$ cat src/rtl/prio_nest_pkg.sv
package prio_nest_pkg;
  localparam int unsigned PRIO_W = 8;
  localparam logic [8:0]  RUN_IDLE = 9'h100;
  localparam logic [12:0] ID_NONE  = 13'd1023;

  typedef logic [PRIO_W-1:0] prio_t;
  typedef logic [2:0]        bpt_t;

  // raise a binary point to its floor
  function automatic bpt_t bp_floor(bpt_t v, int unsigned lo);
    bpt_t l;
    l = 3'(lo);
    return (v < l) ? l : v;
  endfunction
endpackage

$ cat src/rtl/pn_grp_prio.sv
module pn_grp_prio import prio_nest_pkg::*; #(
  parameter int unsigned MIN_BPR    = 2,
  parameter bit          HAS_GROUPS = 1'b1,
  localparam int unsigned LVL_W     = 7 - MIN_BPR
) (
  input  prio_t            prio,
  input  logic             grp1,
  input  logic             cbpr,
  input  bpt_t             bpr_g0,
  input  bpt_t             bpr_g1,
  output logic [LVL_W-1:0] level
);
  bpt_t  bp0_eff, bp1_eff, bp_sel;
  prio_t keep_mask, gprio;

  always_comb begin
    bp0_eff = bp_floor(bpr_g0, MIN_BPR);
    bp1_eff = bp_floor(bpr_g1, MIN_BPR + 1);
    bp_sel  = (HAS_GROUPS && grp1 && !cbpr) ? bp1_eff : bp0_eff;
    keep_mask = 8'hFF << ({1'b0, bp_sel} + 4'd1);
    gprio = prio & keep_mask;
    level = gprio[7:MIN_BPR+1];
  end
endmodule

$ cat src/rtl/pn_lsb_find.sv
module pn_lsb_find #(
  parameter int unsigned W = 32,
  localparam int unsigned IW = (W > 1) ? $clog2(W) : 1
) (
  input  logic [W-1:0]  vec,
  output logic          found,
  output logic [IW-1:0] idx
);
  always_comb begin
    found = |vec;
    idx   = '0;
    for (int i = W - 1; i >= 0; i--) begin
      if (vec[i]) idx = IW'(i);
    end
  end
endmodule

$ cat src/rtl/pn_apr_bank.sv
module pn_apr_bank #(
  parameter int unsigned LVL_W = 5,
  localparam int unsigned NLVL = 1 << LVL_W
) (
  input  logic             clk,
  input  logic             rst_n,
  input  logic             set_en,
  input  logic [LVL_W-1:0] set_lvl,
  input  logic             drop_en,
  output logic [NLVL-1:0]  bits
);
  logic [NLVL-1:0] nxt;

  always_comb begin
    nxt = bits;
    if (drop_en) nxt = bits & (bits - NLVL'(1));
    if (set_en)  nxt = nxt | (NLVL'(1) << set_lvl);
  end

  always_ff @(posedge clk) begin
    if (!rst_n) bits <= '0;
    else        bits <= nxt;
  end

  assert_drop_lowest_R9: assert property (@(posedge clk) disable iff (!rst_n)
    drop_en && !set_en && (bits != '0) |=> $countones(bits) == $countones($past(bits)) - 1);
endmodule

$ cat src/rtl/prio_nest_tracker.sv
module prio_nest_tracker import prio_nest_pkg::*; #(
  parameter int unsigned NUM_SRC    = 32,
  parameter int unsigned MIN_BPR    = 2,
  parameter bit          HAS_GROUPS = 1'b1
) (
  input  logic                 clk,
  input  logic                 rst_n,
  input  logic                 ack_req_valid,
  output logic                 ack_req_ready,
  output logic                 ack_rsp_valid,
  input  logic                 ack_rsp_ready,
  output logic [12:0]          ack_rsp_id,
  input  logic                 eoi_valid,
  output logic                 eoi_ready,
  input  logic [9:0]           eoi_id,
  input  logic                 pend_valid,
  input  logic [9:0]           pend_id,
  input  logic [8*NUM_SRC-1:0] src_prio,
  input  logic [NUM_SRC-1:0]   src_group,
  input  logic [NUM_SRC-1:0]   src_edge,
  input  logic [NUM_SRC-1:0]   src_level,
  input  logic [2:0]           bpr_g0,
  input  logic [2:0]           bpr_g1,
  input  logic                 cbpr,
  output logic [8:0]           run_prio,
  output logic [NUM_SRC-1:0]   src_active,
  output logic [NUM_SRC-1:0]   pend_clear
);
  localparam int unsigned SRC_W = (NUM_SRC > 1) ? $clog2(NUM_SRC) : 1;
  localparam int unsigned LVL_W = 7 - MIN_BPR;
  localparam int unsigned NLVL  = 1 << LVL_W;
  localparam int unsigned NGRP  = HAS_GROUPS ? 2 : 1;

  logic [SRC_W-1:0] p_idx, e_idx;
  logic             p_in_range, e_in_range;
  prio_t            p_prio;
  logic             p_grp, e_grp;
  logic             grant, ack_fire, eoi_ok;
  logic [LVL_W-1:0] p_level;
  logic [NLVL-1:0]  apr [2];
  logic [NLVL-1:0]  apr_any;
  logic             lvl_found;
  logic [LVL_W-1:0] lvl_idx;
  logic [NUM_SRC-1:0] set_mask, clr_mask, pc_mask;

  // pending candidate lookup
  always_comb begin
    p_in_range = pend_id < 10'(NUM_SRC);
    p_idx      = pend_id[SRC_W-1:0];
    p_prio     = src_prio[8*int'(p_idx) +: 8];
    p_grp      = HAS_GROUPS ? src_group[p_idx] : 1'b0;
    e_in_range = eoi_id < 10'(NUM_SRC);
    e_idx      = eoi_id[SRC_W-1:0];
    e_grp      = HAS_GROUPS ? src_group[e_idx] : 1'b0;
  end

  pn_grp_prio #(.MIN_BPR(MIN_BPR), .HAS_GROUPS(HAS_GROUPS)) u_gp (
    .prio(p_prio), .grp1(p_grp), .cbpr(cbpr),
    .bpr_g0(bpr_g0), .bpr_g1(bpr_g1), .level(p_level)
  );

  assign eoi_ready     = 1'b1;
  assign ack_req_ready = !(ack_rsp_valid && !ack_rsp_ready) && !eoi_valid;
  assign ack_fire      = ack_req_valid && ack_req_ready;
  assign grant         = pend_valid && p_in_range && ({1'b0, p_prio} < run_prio);
  assign eoi_ok        = eoi_valid && e_in_range && (run_prio != RUN_IDLE);

  // one active-priority bitmap per group
  genvar g;
  generate
    for (g = 0; g < 2; g++) begin : g_bank
      if (g < NGRP) begin : g_live
        pn_apr_bank #(.LVL_W(LVL_W)) u_bank (
          .clk(clk), .rst_n(rst_n),
          .set_en(ack_fire && grant && (p_grp == 1'(g))),
          .set_lvl(p_level),
          .drop_en(eoi_ok && (e_grp == 1'(g))),
          .bits(apr[g])
        );
      end else begin : g_none
        assign apr[g] = '0;
      end
    end
  endgenerate

  assign apr_any = apr[0] | apr[1];

  pn_lsb_find #(.W(NLVL)) u_lsb (.vec(apr_any), .found(lvl_found), .idx(lvl_idx));

  assign run_prio = lvl_found ? {1'b0, lvl_idx, {(MIN_BPR+1){1'b0}}} : RUN_IDLE;

  always_comb begin
    set_mask = '0;
    clr_mask = '0;
    pc_mask  = '0;
    if (ack_fire && grant) begin
      set_mask[p_idx] = 1'b1;
      pc_mask[p_idx]  = src_edge[p_idx] || !src_level[p_idx];
    end
    if (eoi_ok) clr_mask[e_idx] = 1'b1;
  end

  always_ff @(posedge clk) begin
    if (!rst_n) begin
      ack_rsp_valid <= 1'b0;
      ack_rsp_id    <= ID_NONE;
      src_active    <= '0;
      pend_clear    <= '0;
    end else begin
      src_active <= (src_active | set_mask) & ~clr_mask;
      pend_clear <= pc_mask;
      if (ack_fire) begin
        ack_rsp_valid <= 1'b1;
        ack_rsp_id    <= grant ? {3'b000, pend_id} : ID_NONE;
      end else if (ack_rsp_ready) begin
        ack_rsp_valid <= 1'b0;
      end
    end
  end

  assert_rsp_hold_R2: assert property (@(posedge clk) disable iff (!rst_n)
    ack_rsp_valid && !ack_rsp_ready |=> ack_rsp_valid && $stable(ack_rsp_id));
  assert_grant_raises_R3: assert property (@(posedge clk) disable iff (!rst_n)
    ack_fire && grant |=> run_prio < $past(run_prio));
  assert_no_side_effect_R4: assert property (@(posedge clk) disable iff (!rst_n)
    !(ack_fire && grant) && !eoi_valid |=> $stable(run_prio) && $stable(src_active));
  assert_eoi_never_tightens_R9: assert property (@(posedge clk) disable iff (!rst_n)
    eoi_ok |=> run_prio >= $past(run_prio));
  assert_eoi_ignored_R10: assert property (@(posedge clk) disable iff (!rst_n)
    eoi_valid && !e_in_range |=> $stable(src_active) && $stable(run_prio));
  assert_clear_onehot_R11: assert property (@(posedge clk) disable iff (!rst_n)
    $onehot0(pend_clear));
endmodule

$ cat config.mk
export PLATFORM = sky130hd
export DESIGN_NAME = prio_nest_tracker
export DESIGN_NICKNAME = d
export VERILOG_FILES = /design/src/rtl/prio_nest_pkg.sv /design/src/rtl/pn_grp_prio.sv /design/src/rtl/pn_lsb_find.sv /design/src/rtl/pn_apr_bank.sv /design/src/rtl/prio_nest_tracker.sv
export SDC_FILE = /design/constraint.sdc
export NUM_CORES = 1
export LEC_CHECK = 0
export BUFFER_PORTS_ARGS = -buffer_cell sky130_fd_sc_hd__buf_2
export CAP_MARGIN = 0
export CORE_AREA = 2 2 186 188
export DETAILED_ROUTE_END_ITERATION = 8
export DIE_AREA = 0 0 188 190
export SETUP_SLACK_MARGIN = 0.05
export SLEW_MARGIN = 20
export SYNTH_ARGS = -nofsm -noshare
export SYNTH_HDL_FRONTEND = slang
export SYNTH_HIERARCHICAL = 1
export SYNTH_SLANG_ARGS = --single-unit
$ cat constraint.sdc
create_clock -name clk -period 6.15 [get_ports clk]
set_clock_uncertainty 0.2 [all_clocks]
set_input_delay 0.9225 -clock clk [delete_from_list [all_inputs] [get_ports clk]]
set_output_delay 0.9225 -clock clk [all_outputs]
set_load 0.005 [all_outputs]
=== Word-level counts from Yosys, hierarchy flattened ===
Cells that the tools add are included.

* Register bits after elaboration: 142
* Input port bits: 385
* Output and inout bits: 89
* Word-level logic and storage cells: 115

* Add/subtract/negate cells: 3
* Magnitude comparators: 9
* Equal/unequal tests: 1
* Shift operators: 3
* Multiplexer cells: 57
* Bitwise operators: 12
* Reductions and logical operators: 24

{| class="wikitable"
|+ Operators with widths
! cell !! count
|-
| variable part select 256 x 9 -> 8 bit || 1
|-
| 2-to-1 mux 32 bit || 6
|-
| 2-to-1 mux 5 bit || 32
|-
| bitwise AND 32 bit || 4
|-
| bitwise OR 32 bit || 4
|-
| subtractor 32 x 1 -> 32 bit (second input constant) || 2
|-
| NOT 32 bit || 1
|-
| OR reduction 32 bit || 1
|-
| << shifter 1 x 5 -> 32 bit (first input constant) || 1
|-
| binary-select mux 1 bit (select 5 bit) || 4
|-
| < comparator 10 x 6 -> 1 bit (second input constant) || 2
|-
| logical AND 1 bit || 15
|-
| < comparator 5 x 6 -> 1 bit (second input constant) || 2
|-
| demux 1 bit (select 5 bit) || 2
|-
| greater-or-equal comparator 5 x 1 -> 1 bit (second input constant) || 2
|-
| 2-to-1 mux 10 bit || 1
|-
| < comparator 8 x 9 -> 1 bit || 1
|-
| 2-to-1 mux 3 bit || 3
|-
| 2-to-1 mux 9 bit || 1
|-
| inequality test 9 bit (second input constant) || 1
|-
| bitwise AND 8 bit || 1
|-
| 2-to-1 mux 1 bit || 8
|-
| << shifter 8 x 4 -> 8 bit (first input constant) || 1
|-
| < comparator 3 x 2 -> 1 bit (second input constant) || 2
|-
| other kinds (6) || 11
|}

=== Logic depth before layout (Yosys ltp) ===
* Word-level depth: 40
* Gate-level depth with buffers: 20
* Gate-level depth less buffers: 19

=== Modules after synthesis ===
Netlist, hierarchy kept.

{| class="wikitable"
|+ Modules (own cells, without submodules)
! module !! instances !! cells an instance !! area each (um^2) !! sequential area each (um^2)
|-
| prio_nest_tracker || 1 || 626 || 6195.9 || 1501.4
|-
| pn_apr_bank || 2 || 176 || 1483.9 || 640.6
|-
| pn_lsb_find || 1 || 65 || 385.4 || 0.0
|-
| pn_grp_prio || 1 || 23 || 160.2 || 0.0
|}

=== Worst setup path after synthesis ===
No wires, ideal clock.

* Path type: in2reg
* From: input port pend_id[1]
* To: register g_bank[1].g_live.u_bank.bits[9]
* Setup time: 0.118 ns
* Data arrival time: 4.778 ns
* Required time: 5.832 ns
* Path slack: 1.054 ns
* Stages on the path: 20
* Buffers on the path: 6
* Cell sequence: buf_2 > buf_2 > buf_2 > clkbuf_1 > clkbuf_1 > mux4_2 > a22oi_1 > nand4_1 > ha_1 > nand2_1 > o21ai_0 > inv_1 > o2111ai_1 > o41ai_4 > buf_2 > and2_1 > nor2b_1 > and3b_1 > a22oi_1 > nor2b_1

* Elaborated cells on any way between the ends: 17
* Those cells by class: add/sub (1); order compare (2); shift (3); mux (4); bitwise (2); reduce/logical (5)

{| class="wikitable"
|+ RTL lines
! item !! line !! source
|-
| start: declaration || prio_nest_tracker.sv:17 || <nowiki>input logic [9:0] pend_id,</nowiki>
|-
| variable part select 256 x 9 -> 8 bit (*) || prio_nest_tracker.sv:50 || <nowiki>p_prio = src_prio[8*int'(p_idx) +: 8];</nowiki>
|-
| net p_prio[7] || prio_nest_tracker.sv:36 || <nowiki>prio_t p_prio;</nowiki>
|-
| < comparator 8 x 9 -> 1 bit || prio_nest_tracker.sv:65 || <nowiki>assign grant = pend_valid && p_in_range && ({1'b0, p_prio} < run_prio);</nowiki>
|-
| logical AND 1 bit || prio_nest_tracker.sv:65 ||
|-
| logical AND 1 bit (2 in a row) || prio_nest_tracker.sv:75 || <nowiki>.set_en(ack_fire && grant && (p_grp == 1'(g))),</nowiki>
|-
| 2-to-1 mux 32 bit (*) || pn_apr_bank.sv:17 || <nowiki>if (set_en) nxt = nxt | (NLVL'(1) << set_lvl);</nowiki>
|-
| end signal: assignment || pn_apr_bank.sv:22 || <nowiki>else bits <= nxt;</nowiki>
|-
| end: declaration || pn_apr_bank.sv:10 || <nowiki>output logic [NLVL-1:0] bits</nowiki>
|}

The timed path passes the listed nets; every way through them passes the cells marked *. The select of a mux whose other input is x is not followed.
A chain may end at the register's enable or synchronous reset.

=== Worst setup path in the final report ===
* From: input port pend_id[0]
* To: register g_bank[0].g_live.u_bank.bits[5]

* Elaborated cells on any way between the ends: 18
* Those cells by class: add/sub (1); order compare (2); shift (3); mux (4); bitwise (3); reduce/logical (5)

{| class="wikitable"
|+ RTL lines
! item !! line
|-
| variable part select 256 x 9 -> 8 bit (*) || prio_nest_tracker.sv:50
|-
| net p_prio[7] || prio_nest_tracker.sv:36
|-
| < comparator 8 x 9 -> 1 bit || prio_nest_tracker.sv:65
|-
| logical AND 1 bit || prio_nest_tracker.sv:65
|-
| logical AND 1 bit (2 in a row) || prio_nest_tracker.sv:75
|-
| 2-to-1 mux 32 bit (*) || pn_apr_bank.sv:17
|-
| end signal: assignment || pn_apr_bank.sv:22
|-
| end: declaration || pn_apr_bank.sv:10
|}

Marked as above.

==> flow_summary.toml <==
[sta]
tns_ns = 0
final_min_period_over_clock_period = 0.841
setup_repair_after_global_routing_missed_its_margin = "no"
period_minus_slack_ns = 5.17
setup_viol_count_final = 0
timing.slew.headroom = 0.262
timing.final.max_slew_violations = 0
worstMarginPinSlew_ns = 1.10
achievable-frequency_mhz = 193
report.final.hold_viol_count = 0

[hold_path]
hold_path_class = "reg -> reg"

[grt]
track_usage = 0.191
via_count_of_the_first_global_routing_pass = 9239
grt_first_pass_wirelength_um = 52900
globalRoute.totalOverflow = 0
grt_start_max_net_pins = 87
antenna_found_initial = 5

[pwr]
total_leakage_power_nw = 5.05
power.density_nw_per_um2 = 198
max_ir_drop_vdd_uv = 183
total_power_mw = 2.34

[yosys]
ys.warnings.count = 6
avgSynthCellArea_um2 = 8.82
mapped_cell_area_um2 = 9050
post_synth_inst_count = 1026

[worst_setup_path]
critical_path.max_stage_delay_ns = 0.58
worst_setup_path_start_kind = "input pin"
worst_r2r_endpoint = "g_bank[0].g_live.u_bank/bits[5]"
cell_by_cell_trace_of_the_critical_path = "buf_4 -> buf_4 -> mux4_2 -> a22oi_1 -> nand4_1 -> ha_1 -> a211oi_1 -> o21ai_0 -> o41ai_4 -> nor2b_1 -> nor2b_1 -> and3b_1 -> nand2_1 -> a21boi_0"
setup.worst_path.start = "pend_id[0]"
worst-endpoint-arrival_ns = 5.31
cp.required_ns = 6.29
timing.reg2reg.worst_path_depth = 15
endpoint_kind = "flip-flop"
timing_worst_setup_path_type = "in -> reg"
timing.rr.start = "g_bank[1].g_live.u_bank/bits[26]"
crit_fanout = 32
critical_path.slowest_cell = "sky130_fd_sc_hd__mux4_2"
cp-endpoint = "g_bank[0].g_live.u_bank/bits[5]"
rrSetupSlack_ns = 1.44

[layout]
layout-area-overhead-vs-synth_pct = 30.5
postLayoutCoreUtil = 0.348
layout-drive-gt1-share = 0.400
finish.net_count = 1747
fillerInstances = 3518

[cts]
cts-buffers-inserted = 17
cts_tree = "done"
post_cts_setup_driven_buffer_insertion_count = 0
ctsRootBufferMaster = "sky130_fd_sc_hd__clkbuf_16"
cts-htree-levels = 4
ctsLongestPathBuffers = 2
postCtsHoldBufs = 0
clk-insertion-delay-late_ns = 0.42
cts.sink_count = 139
clk_pin_slew_worst_paths_ns = 0.07
post_cts_resize_count = 0

[detailed_routing]
vias_per_cell = 5.22
dr_total_vias = 9528
detailed_router_s_first_iteration_violation_count = 584
detail_route.wl_per_cell_um = 19.2
ant_nets = 0
drt-total-wl_um = 35100
drt-pass1-iter-count = 5
remaining_routing_drc_violations = 0

[die]
floorplan.rows = 68
io_pins = 474
design.die.area_um2 = 35700
start_util = 0.267
core_um2 = 33900
die_h_um = 190
die_boundary_width_um = 188

[place]
gp_congestion = 0.838
dp_hpwl_um = 28000
placement.io_buffers = 370

[run_status]
status = "finished clean"

[flow_run]
max_cap_check_violation_count = 0
[power by group]
part	total (mW)	internal [mW]	switching [mW]
Clock	1.01	0.540	0.468
Sequential	0.901	0.900	0.000452
Combinational	0.434	0.199	0.236
Total	2.34	1.64	0.705
[state kept, by name, indices dropped and copies added (netlist names)]
signal	count
ack_rsp_valid	1
g_bank.g_live.u_bank/bits	64
ack_rsp_id	10
pend_clear	32
src_active	32
[final cells by class]
type | instances | area (µm²) | area share
Multi-Input combinational cell | 790 | 5810 | 0.491
Sequential cell | 139 | 2780 | 0.236
Timing Repair Buffer | 390 | 2010 | 0.170
Tap cell | 455 | 569 | 0.0482
Clock buffer | 17 | 425 | 0.0360
Clock inverter | 15 | 145 | 0.0123
Inverter | 19 | 71.3 | 0.00604
Antenna cell | 2 | 5.00 | 0.000424
[metrics by stage]
step | area [µm²] | setup WS, ns | instances | hold WS [ns]
2_1_floorplan | 9070 | 1.20 | 1031 | 0.245
3_3_place_gp | 11200 | 0.654 | 1793 | 0.259
3_5_place_dp | 11200 | 0.601 | 1793 | 0.269
4_1_cts | 11800 | 1.04 | 1825 | 0.286
5_1_grt | 11800 | 0.493 | 1826 | 0.315
6_report | 11800 | 0.978 | 1827 | 0.281
[metal layers]
layer	part of all wire	track usage
met1	0.40	0.235
met2	0.51	0.340
met3	0.066	0.0371
met4	0.019	0.0503
met5	0.00046	0
[critical path, delay by kind of cell]
family                   cells  cell delay [ns]
multiplexers                 1             0.58
adder cells (fa/ha/maj)      1             0.29
AO/OA/AOI/OAI                5             1.28
AND/OR/NAND/NOR              5             1.29
buffers and inverters        2             0.90
[placed cells by master, fill, tap and decap left out, drive strengths merged, types with 5 or more instances in the layout]
master	instances
a21oi	33
nor2b	38
nand4	14
a22oi	31
or4	10
nand4b	10
mux4	58
a21boi	14
buf	390
o211ai	8
inv	28
clkbuf	17
nor3b	6
ha	5
mux2i	32
nand3b	7
o21ai	80
o32ai	6
or3	7
nor3	29
o22ai	10
a31oi	34
nor2	134
o31ai	11
or2	37
conb	7
nand2	54
nand3	14
nand2b	17
nor4	31
and2	13
dfxtp	139
[worst min-delay path by stage]
stage	from	slack, ns	cells past startpoint	end
final	src_active[8]	0.28	2	src_active[8]
after global routing	src_active[23]	0.32	2	src_active[23]
after global placement	src_active[31]	0.26	2	src_active[31]
after CTS	src_active[13]	0.29	2	src_active[13]
after floorplan	g_bank[0].g_live.u_bank/bits[13]	0.25	2	g_bank[0].g_live.u_bank/bits[13]
after detailed placement	src_active[13]	0.27	2	src_active[13]
No activity file was read; power rests on OpenSTA's default activity.
